$ cat config.mk
export PLATFORM = sky130hd
export DESIGN_NAME = ddr_cmd_decode
export DESIGN_NICKNAME = d
export VERILOG_FILES = /design/src/rtl/ddr_cmd_pkg.sv /design/src/rtl/ddr_pin_decode.sv /design/src/rtl/ddr_mode_store.sv /design/src/rtl/ddr_bank_track.sv /design/src/rtl/ddr_cmd_decode.sv
export SDC_FILE = /design/constraint.sdc
export NUM_CORES = 1
export LEC_CHECK = 0
export ABC_CLOCK_PERIOD_IN_PS = 5300
export CELL_PAD_IN_SITES_DETAIL_PLACEMENT = 0
export CELL_PAD_IN_SITES_GLOBAL_PLACEMENT = 1
export CORE_ASPECT_RATIO = 0.75
export CORE_MARGIN = 2
export CORE_UTILIZATION = 39
export DETAILED_ROUTE_END_ITERATION = 10
export MAX_ROUTING_LAYER = met4
export PLACE_DENSITY_LB_ADDON = 0.1
export SYNTH_ARGS = -nofsm -noshare
export SYNTH_HDL_FRONTEND = slang
export SYNTH_SLANG_ARGS = --single-unit
$ cat constraint.sdc
create_clock -name clk -period 5.3 [get_ports clk]
set_clock_uncertainty 0.15 [all_clocks]
set_input_delay 0.795 -clock clk [delete_from_list [all_inputs] [get_ports clk]]
set_output_delay 0.795 -clock clk [all_outputs]
set_load 0.005 [all_outputs]
$ cat src/rtl/ddr_cmd_pkg.sv
package ddr_cmd_pkg;

  typedef enum logic [2:0] {
    CMD_NOP = 3'd0,
    CMD_DES = 3'd1,
    CMD_ACT = 3'd2,
    CMD_RD  = 3'd3,
    CMD_WR  = 3'd4,
    CMD_PRE = 3'd5,
    CMD_REF = 3'd6,
    CMD_MRS = 3'd7
  } cmd_e;

  typedef enum logic [1:0] {
    PD_NONE = 2'd0,
    PD_IDLE = 2'd1,
    PD_OPEN = 2'd2
  } pd_e;

  localparam int NUM_MR   = 4;
  localparam int MR_BURST = 0;
  localparam int MR_TERM  = 1;

endpackage

$ cat src/rtl/ddr_pin_decode.sv
module ddr_pin_decode
  import ddr_cmd_pkg::*;
(
  input  logic cs_n,
  input  logic ras_n,
  input  logic cas_n,
  input  logic we_n,
  output cmd_e kind
);

  always_comb begin
    if (cs_n) begin
      kind = CMD_DES;
    end else begin
      case ({ras_n, cas_n, we_n})
        3'b000:  kind = CMD_MRS;
        3'b001:  kind = CMD_REF;
        3'b010:  kind = CMD_PRE;
        3'b011:  kind = CMD_ACT;
        3'b100:  kind = CMD_WR;
        3'b101:  kind = CMD_RD;
        default: kind = CMD_NOP;
      endcase
    end
  end

endmodule

$ cat src/rtl/ddr_mode_store.sv
module ddr_mode_store
  import ddr_cmd_pkg::*;
#(
  parameter int ADDR_W = 15
) (
  input  logic                     clk,
  input  logic                     rst_n,
  input  logic                     wr_en,
  input  logic [1:0]               wr_sel,
  input  logic [ADDR_W-1:0]        wr_data,
  output logic [NUM_MR*ADDR_W-1:0] mr_flat,
  output logic                     otf_en,
  output logic                     chop_fixed,
  output logic                     term_on
);

  localparam int TERM_B0 = 2;
  localparam int TERM_B1 = 6;
  localparam int TERM_B2 = 9;

  logic [ADDR_W-1:0] mr_q [NUM_MR];

  for (genvar g = 0; g < NUM_MR; g++) begin : g_mr
    logic              load;
    logic [ADDR_W-1:0] mr_d;

    always_comb begin
      load = wr_en && (wr_sel == 2'(g));
      mr_d = load ? wr_data : mr_q[g];
    end

    always_ff @(posedge clk or negedge rst_n) begin
      if (!rst_n) mr_q[g] <= '0;
      else        mr_q[g] <= mr_d;
    end

    assign mr_flat[g*ADDR_W +: ADDR_W] = mr_q[g];
  end

  always_comb begin
    otf_en     = (mr_q[MR_BURST][1:0] == 2'b01);
    chop_fixed = (mr_q[MR_BURST][1:0] == 2'b10);
    term_on    = mr_q[MR_TERM][TERM_B0] | mr_q[MR_TERM][TERM_B1] |
                 mr_q[MR_TERM][TERM_B2];
  end

endmodule

$ cat src/rtl/ddr_bank_track.sv
module ddr_bank_track #(
  parameter int BA_W = 3
) (
  input  logic                 clk,
  input  logic                 rst_n,
  input  logic                 act_en,
  input  logic                 pre_en,
  input  logic                 pre_all,
  input  logic                 ap_close,
  input  logic [BA_W-1:0]      bank,
  output logic [(1<<BA_W)-1:0] open_q
);

  localparam int NBANK = 1 << BA_W;

  for (genvar g = 0; g < NBANK; g++) begin : g_bank
    logic hit, set_b, clr_b, open_d;

    always_comb begin
      hit    = (bank == BA_W'(g));
      set_b  = act_en && hit;
      clr_b  = (pre_en && (pre_all || hit)) || (ap_close && hit);
      open_d = set_b ? 1'b1 : (clr_b ? 1'b0 : open_q[g]);
    end

    always_ff @(posedge clk or negedge rst_n) begin
      if (!rst_n) open_q[g] <= 1'b0;
      else        open_q[g] <= open_d;
    end
  end

endmodule

$ cat src/rtl/ddr_cmd_decode.sv
module ddr_cmd_decode
  import ddr_cmd_pkg::*;
#(
  parameter int ADDR_W = 15,
  parameter int BA_W   = 3,
  parameter int COL_W  = 10,
  parameter int AP_BIT = 10,
  parameter int BC_BIT = 12
) (
  input  logic                      clk,
  input  logic                      rst_n,
  input  logic                      cs_n,
  input  logic                      ras_n,
  input  logic                      cas_n,
  input  logic                      we_n,
  input  logic                      cke,
  input  logic                      odt,
  input  logic [BA_W-1:0]           ba,
  input  logic [ADDR_W-1:0]         addr,
  output logic [2:0]                cmd_kind,
  output logic [BA_W-1:0]           cmd_bank,
  output logic [ADDR_W-1:0]         cmd_addr,
  output logic [COL_W-1:0]          cmd_col,
  output logic                      cmd_ap,
  output logic                      cmd_all,
  output logic                      cmd_bc4,
  output logic [(1<<BA_W)-1:0]      bank_open,
  output logic [1:0]                pd_mode,
  output logic                      odt_en,
  output logic [NUM_MR*ADDR_W-1:0]  mode_regs
);

  localparam int NBANK = 1 << BA_W;

  // reset: asserted at once, released through two flops
  logic rs_meta, rs_n;
  always_ff @(posedge clk or negedge rst_n) begin
    if (!rst_n) {rs_n, rs_meta} <= 2'b00;
    else        {rs_n, rs_meta} <= {rs_meta, 1'b1};
  end

  cmd_e kind_raw, kind_eff;
  logic accept, otf_en, chop_fixed, term_on;
  pd_e  pd_q, pd_d;

  ddr_pin_decode u_pins (
    .cs_n  (cs_n),
    .ras_n (ras_n),
    .cas_n (cas_n),
    .we_n  (we_n),
    .kind  (kind_raw)
  );

  always_comb begin
    accept   = cke && (pd_q == PD_NONE);
    kind_eff = accept ? kind_raw : CMD_NOP;
  end

  ddr_mode_store #(.ADDR_W(ADDR_W)) u_modes (
    .clk        (clk),
    .rst_n      (rs_n),
    .wr_en      (kind_eff == CMD_MRS),
    .wr_sel     (ba[1:0]),
    .wr_data    (addr),
    .mr_flat    (mode_regs),
    .otf_en     (otf_en),
    .chop_fixed (chop_fixed),
    .term_on    (term_on)
  );

  ddr_bank_track #(.BA_W(BA_W)) u_banks (
    .clk      (clk),
    .rst_n    (rs_n),
    .act_en   (kind_eff == CMD_ACT),
    .pre_en   (kind_eff == CMD_PRE),
    .pre_all  (addr[AP_BIT]),
    .ap_close ((kind_eff == CMD_RD || kind_eff == CMD_WR) && addr[AP_BIT]),
    .bank     (ba),
    .open_q   (bank_open)
  );

  // next-state of the decoded command fields
  cmd_e              kind_q;
  logic [BA_W-1:0]   bank_d, bank_q;
  logic [ADDR_W-1:0] addr_d, addr_q;
  logic [COL_W-1:0]  col_d, col_q;
  logic              ap_d, ap_q, all_d, all_q, bc4_d, bc4_q, odt_d, odt_q;

  always_comb begin
    bank_d = '0;
    addr_d = '0;
    col_d  = '0;
    ap_d   = 1'b0;
    all_d  = 1'b0;
    bc4_d  = 1'b0;
    case (kind_eff)
      CMD_ACT, CMD_MRS: begin
        bank_d = ba;
        addr_d = addr;
      end
      CMD_RD, CMD_WR: begin
        bank_d = ba;
        col_d  = addr[COL_W-1:0];
        ap_d   = addr[AP_BIT];
        bc4_d  = chop_fixed | (otf_en & ~addr[BC_BIT]);
      end
      CMD_PRE: begin
        bank_d = ba;
        all_d  = addr[AP_BIT];
      end
      default: ;
    endcase
    odt_d = odt & term_on;
  end

  // power-down tracking
  always_comb begin
    pd_d = pd_q;
    if (cke)                       pd_d = PD_NONE;
    else if (pd_q == PD_NONE)      pd_d = (|bank_open) ? PD_OPEN : PD_IDLE;
  end

  always_ff @(posedge clk or negedge rs_n) begin
    if (!rs_n) begin
      kind_q <= CMD_NOP;
      bank_q <= '0;
      addr_q <= '0;
      col_q  <= '0;
      ap_q   <= 1'b0;
      all_q  <= 1'b0;
      bc4_q  <= 1'b0;
      odt_q  <= 1'b0;
      pd_q   <= PD_NONE;
    end else begin
      kind_q <= kind_eff;
      bank_q <= bank_d;
      addr_q <= addr_d;
      col_q  <= col_d;
      ap_q   <= ap_d;
      all_q  <= all_d;
      bc4_q  <= bc4_d;
      odt_q  <= odt_d;
      pd_q   <= pd_d;
    end
  end

  assign cmd_kind = kind_q;
  assign cmd_bank = bank_q;
  assign cmd_addr = addr_q;
  assign cmd_col  = col_q;
  assign cmd_ap   = ap_q;
  assign cmd_all  = all_q;
  assign cmd_bc4  = bc4_q;
  assign pd_mode  = pd_q;
  assign odt_en   = odt_q;

endmodule

**Word level (Yosys, flattened, before mapping)**

Cells that the tools add are included.

- Flip-flop bits (word level): 107
- Output and inout bits: 105
- Logic and storage cells: 143

- Eq/ne operators: 22
- Mux-type cells: 28
- Bitwise gates (word level): 6
- Reduce and logical (&&, ||, !) cells: 64

Operators by type and width:

| kind | count |
|---|---|
| 1-bit logical AND | 30 |
| 3-bit equality test, second input constant | 9 |
| 1-bit 2-to-1 mux | 19 |
| 3-bit by 2-bit equality test with 1-bit output, second input constant | 6 |
| 3-bit one-hot mux with 6 select lines | 1 |
| 2-bit nonzero test | 9 |
| 1-bit logical OR | 17 |
| 15-bit 2-to-1 mux | 1 |
| 10-bit 2-to-1 mux | 1 |
| 3-bit 2-to-1 mux | 3 |
| 8-bit OR reduction | 1 |
| 2-bit equality test, second input constant | 3 |
| 3-bit by 1-bit equality test with 1-bit output, second input constant | 2 |
| 3-bit zero test | 2 |
| 2-bit 2-to-1 mux | 3 |
| 5-bit OR reduction | 1 |
| 2-bit by 1-bit equality test with 1-bit output, second input constant | 2 |
| 2-bit zero test | 2 |
| 2-bit OR reduction | 2 |
| 1-bit bitwise OR | 3 |
| 1-bit AND | 2 |
| 1-bit inverter | 1 |

**Depth between registers and ports, before layout**

- Depth in word-level cells: 11
- Depth in mapped cells: 7

**Modules after synthesis**

From an unflattened synthesis, not the netlist that was laid out.

- Cells, all modules: 294
- Area total of the unflattened synthesis: 4,246.6 um^2

Modules (own cells, without submodules):

| module | times used | cells an instance | area an instance (um^2) | sequential area each (um^2) |
|---|---|---|---|---|
| ddr_mode_store | 1 | 131 | 2,284.7 | 1,501.4 |
| ddr_cmd_decode | 1 | 100 | 1,368.8 | 975.9 |
| ddr_bank_track | 1 | 54 | 528.0 | 200.2 |
| ddr_pin_decode | 1 | 9 | 65.1 | 0.0 |

**Worst setup path before layout**

Ideal clock, no wire load.

- Path kind: input port to flip-flop
- Start: in ras_n
- End: reg u_modes.mr_q, in the netlist u_modes.mr_flat[49]
- Library setup time: 0.125 ns
- Data arrival time: 2.323 ns
- Required time: 5.025 ns
- Path slack: 2.702 ns
- Stages on the path: 7
- Cells stage by stage: clkbuf_2 > or2_2 > clkbuf_1 > nor4_4 > nand3_2 > buf_2 > mux2_2

- Longest elaborated chain between the ends: 6
- Elaborated cells on any way between the ends: 11

Ends and longest elaborated chain:

| what | line | source |
|---|---|---|
| start: declaration | ddr_cmd_decode.sv:13 | `input logic ras_n,` |
| 3-bit equality test (tied with other cells) | ddr_pin_decode.sv:15 | `case ({ras_n, cas_n, we_n})` |
| 3-bit one-hot mux with 6 select lines * | ddr_pin_decode.sv:15 |  |
| 3-bit 2-to-1 mux * | ddr_pin_decode.sv:12 | `if (cs_n) begin` |
| 3-bit 2-to-1 mux * | ddr_cmd_decode.sv:56 | `kind_eff = accept ? kind_raw : CMD_NOP;` |
| 3-bit equality test * | ddr_cmd_decode.sv:62 | `.wr_en (kind_eff == CMD_MRS),` |
| 1-bit logical AND * | ddr_mode_store.sv:28 | `load = wr_en && (wr_sel == 2'(g));` |
| end signal: indexed assignment | ddr_mode_store.sv:34 | `else mr_q[g] <= mr_d;` |
| end: declaration | ddr_mode_store.sv:21 | `logic [ADDR_W-1:0] mr_q [NUM_MR];` |

Mark *: on every way between the ends. The rest lies on a longest branch, timed or not.
A chain may end at the register's enable or synchronous reset.

**Worst setup path in the final report**

- Start: in cke
- End: reg u_modes.mr_q, in the netlist u_modes.mr_flat[41]

- Longest elaborated chain between the ends: 4

Ends and longest elaborated chain:

| what | line | source |
|---|---|---|
| start: declaration | ddr_cmd_decode.sv:16 | `input logic cke,` |
| 1-bit logical AND | ddr_cmd_decode.sv:55 | `accept = cke && (pd_q == PD_NONE);` |
| 3-bit 2-to-1 mux | ddr_cmd_decode.sv:56 |  |
| 3-bit equality test | ddr_cmd_decode.sv:62 |  |
| 1-bit logical AND | ddr_mode_store.sv:28 |  |

Every way passes these cells.

==> impl_summary.md <==
STA
At the pin with the least slew margin, the transition time is 1.10 ns. The number of max-slew violations in the final report is 0. The final hold slack is slightly above 0.2 ns. Subtracting the final worst setup slack from the clock period gives 3.10 ns. Setup repair after global routing left no endpoint under its margin. Timing would allow up to 0.322 GHz. Setup violations remaining at the end of the flow were counted as 0.

In this run the tightest slew margin relative to its limit is 26.0%. The worst path uses 58.5% of the clock period. The count of final hold-check violations is 0. The aggregate negative setup slack is 0 ns.

Clock tree
The CTS sink count is around 110. The hold buffer count at CTS is 0. The clock transition at the registers of the reported paths is 0.07 ns. The number of cells upsized or downsized after cts is 0. In this run the number of H-tree levels came out at 3. The latest clock arrival within the worst-skew pair is 0.34 ns. No sink is reached through more buffers than the 2 on the longest clock path. The number of buffers inserted to repair setup after CTS is 0. The tree is rooted in a sky130_fd_sc_hd__clkbuf_16. The number of buffers created by CTS is 9. TritonCTS built the clock tree.

Yosys
Of all cell types, the one taking the most synthesized area is sky130_fd_sc_hd__dfrtp_1. The gate count of the mapped netlist is 290. For this run, the register share of the synthesized area comes to 64.9%. By count the netlist is led by sky130_fd_sc_hd__dfrtp_1, sky130_fd_sc_hd__mux2_2, sky130_fd_sc_hd__and2_1, sky130_fd_sc_hd__nor2_1, sky130_fd_sc_hd__clkbuf_1. The synthesized area per cell is 14.2 µm². After synthesis the netlist holds a flip-flop and latch count of 107. Summed over its instances, the top area cell type makes up 64.9% of the synthesized netlist area. The number of enable-type register cells in the synthesized netlist is 0.

The most frequent cell after synthesis is sky130_fd_sc_hd__dfrtp_1. The net count after synthesis is around 320. Among all flip-flop cells after synthesis, the most frequent one is sky130_fd_sc_hd__dfrtp_1. During synthesis, Yosys emitted a total of 0 warnings. The netlist area before placement is 4130 µm². Ranked by total cell area, the synthesized netlist is headed by sky130_fd_sc_hd__dfrtp_1, sky130_fd_sc_hd__mux2_2, sky130_fd_sc_hd__and2_1. The number of distinct library cells after synthesis is 37. The proportion of register bits with asynchronous set or reset after synthesis is 100%.

Critical path
The number of cells on the worst reg-to-reg path is 4. The maximum fanout encountered on the critical timing path is 15. The startpoint of the worst-slack reg-to-reg timing path is pd_mode[1]$_DFFE_PN0P_. For flop-to-flop paths, the worst setup slack is 2.73 ns. The buffering stage count on the worst path with inverters included is 1. The critical path required time is 5.38 ns. The signal on the critical path passes through clkdlybuf4s50_1, or3b_1, nor4_4, nand3b_2, mux2_2.

On the worst path, the slowest cell contributes a delay of 0.55 ns. The kind of end point of the critical path is a flop. The arrival time of data at the critical path endpoint is approximately 3.2 ns.

The cell class contributing the biggest share of worst-path delay is simple AND/OR/NAND/NOR gates. The startpoint type of the worst setup path is an input pin. Among all stages on the critical path, the largest delay is contributed by sky130_fd_sc_hd__or3b_1.

The worst setup path is of the input pin to flop kind. The reg-to-reg endpoint is u_modes.mr_flat[41]$_DFFE_PN0P_.

Pwr
The switching power total is 0.395 mW. The share of power burned in registers is 47.9%. IR analysis of the VDD net gives a maximum drop of 179 µV. The analysis attributes to cell leakage a power of 2.66 nW. Combinational logic burns 11.0% of the power. The relative contribution of the clock network to total power is 41.1%.

Power spread over the standard cell area amounts to between 300 and 400 nW/µm². The internal power is 1.47 mW. Net switching is between 20% and 30% of the power.

Hold path
The startpoint of the tightest hold check path is rs_meta$_DFF_PN0_. In this run the worst hold path is classified as flop to flop. Along the worst hold path, the cell count comes to 0. The hold-critical path endpoint is rs_n$_DFF_PN0_.

Route
The residual antenna-violating net count after detailed routing is 0. The post-detailed-route wirelength per cell is between 15 and 20 µm. The final layout contains routed wiring with a total length of 9.71 mm. In the routed design, unresolved DRC markers number 0. For this run, the detailed router's first-pass iteration total came to 4.

The total via count after detailed routing is roughly 2700. The first routing iteration left 127 violations. After detailed routing, the number of vias per cell comes to between 4 and 5.

Global routing
The wire length of the first global-routing pass is 15.2 mm. The initial antenna violation count is 0. The via count of the first global-routing pass came to approximately 2800. The pin count of the biggest net entering global routing is 58. Global routing finished with a remaining overflow of 0. The global router's overall resource usage is a little under a fifth.

Floorplan
The total area inside the core boundary comes to 10300 µm². The area enclosed by the die boundary is 11400 µm². For this configuration, the core starts out at a cell density of 40.1%.

Measured along the x axis, the die boundary spans 123 µm. The number of placement rows is 32. The height of the chip is 93.1 µm. The count of boundary I/O pins is 131.

Placement
The placed cell area is between 5000 and 6000 µm². The placed wire-length estimate after detailed placement is 6.56 mm. The number of buffers inserted by port buffering is 130.

Including well taps, the total number of placed cells is 542. The final weighted congestion of routability-driven global placement is 0.770.

Layout
After the last flow step, the layout net total stands at 443. The synthesis-to-layout area growth is 42.9%. The total non-filler cell area in the finished layout is 5900 µm².

The layout cell share with drive strength beyond 1 is 20.4%. 0 antenna diodes ended up in the layout. Once layout is complete, the utilization of the core stands at 57.3%. The count of non-filler cells in the finished layout is approximately 560.

Outcome
The flow ran to the end, and the final reports show no timing, DRC or antenna violations.

Job
The number of maximum-capacitance violations is 0.
==> cells by family (layout without fill, tap and decap cells) <==
kind of cell,Yosys count,count (layout),share of synthesized area [%]
DFF,107,107,64.9
and+or+nand+nor,83,83,12.7
muxes,60,60,16.4
buffers and inverters,19,151,2.09
AOI/OAI and AO/OA,18,18,3.46
adders and majority gates,1,1,0.243
other,1,1,0.0908
xor gates and xnor gates,1,1,0.212
==> worst max-delay path by stage <==
stage	cells past startpoint	start	endpoint
floorplan	0	rs_n$_DFF_PN0_	cmd_addr[0]$_DFF_PN0_
global placement	5	cke	u_modes.mr_flat[56]$_DFFE_PN0P_
detailed placement	5	cke	u_modes.mr_flat[43]$_DFFE_PN0P_
CTS	5	cke	u_modes.mr_flat[38]$_DFFE_PN0P_
global route	5	cke	u_modes.mr_flat[30]$_DFFE_PN0P_
finish	5	cke	u_modes.mr_flat[41]$_DFFE_PN0P_
==> worst register-to-register path: stages, from the launching register on <==
cell and delay, ns:
sky130_fd_sc_hd__dfrtp_1 0.41, sky130_fd_sc_hd__or3b_1 0.58, sky130_fd_sc_hd__nor4_4 0.44, sky130_fd_sc_hd__nand3b_2 0.46
sky130_fd_sc_hd__mux2_2 0.43
==> final cells by class <==
| type | count | area (µm²) |
|---|---|---|
| clock buffers | 11 | 243 |
| fillers | 831 | 4390 |
| clock inverters | 5 | 108 |
| multi-input cells | 164 | 1370 |
| flip-flops and latches | 107 | 2680 |
| repair buffers | 131 | 1310 |
| inverters | 4 | 15.0 |
| well taps | 136 | 170 |
==> state kept, by name, summed over array words and instances, names as in the netlist <==
register,cells
u_modes.mr_flat,60
odt_en,1
rs_n,1
pd_mode,2
cmd_col,10
cmd_addr,15
cmd_all,1
u_banks.open_q,8
cmd_bank,3
cmd_ap,1
cmd_bc4,1
cmd_kind,3
rs_meta,1
==> layer usage <==
metal  GRT usage [%]  part of all wire, %  up-vias
li1                -                    -     1263
met1            24.7                   46     1377
met2            27.2                   45       96
met3            6.16                  8.0       10
met4            5.56                  1.2        0
met5               -                    0        -
==> placed cells by master (no fill, tap or decap), types with 2 or more instances in the layout <==
cell type	synthesis	routed
sky130_fd_sc_hd__nor2_1	9	9
sky130_fd_sc_hd__or2_2	2	2
sky130_fd_sc_hd__inv_1	4	4
sky130_fd_sc_hd__nor2b_1	6	6
sky130_fd_sc_hd__nor4_1	6	6
sky130_fd_sc_hd__dfrtp_1	107	106
sky130_fd_sc_hd__a211o_1	6	6
sky130_fd_sc_hd__a221o_1	3	3
sky130_fd_sc_hd__and3_1	7	7
sky130_fd_sc_hd__nand3b_1	3	3
sky130_fd_sc_hd__a21oi_1	2	2
sky130_fd_sc_hd__clkbuf_16	0	9
sky130_fd_sc_hd__mux2_2	60	60
sky130_fd_sc_hd__nor3b_1	3	2
sky130_fd_sc_hd__clkdlybuf4s50_1	0	130
sky130_fd_sc_hd__nand2_1	4	4
sky130_fd_sc_hd__bufinv_16	0	3
sky130_fd_sc_hd__nor3_1	3	2
sky130_fd_sc_hd__and2_1	29	29
sky130_fd_sc_hd__nand2_2	2	2
sky130_fd_sc_hd__a211oi_1	2	2
sky130_fd_sc_hd__and3b_1	3	3
==> power by group through the flow <==
stage                     Clock [mW]  Combinational (mW)  Sequential (mW)
after floorplan                    0              0.0611            0.915
after global placement             0               0.207            0.908
after detailed placement           0               0.208            0.910
after CTS                      0.789               0.209            0.895
after global routing           0.824               0.223            0.901
final                          0.768               0.205            0.894
==> stage by stage <==
stage | total power [mW] | setup WS, ns
floorplan | 0.976 | 1.95
global placement | 1.12 | 1.87
detailed placement | 1.12 | 1.83
CTS | 1.89 | 2.18
global route | 1.95 | 2.11
finish | 1.87 | 2.20
(Power assumes the default switching activity.)
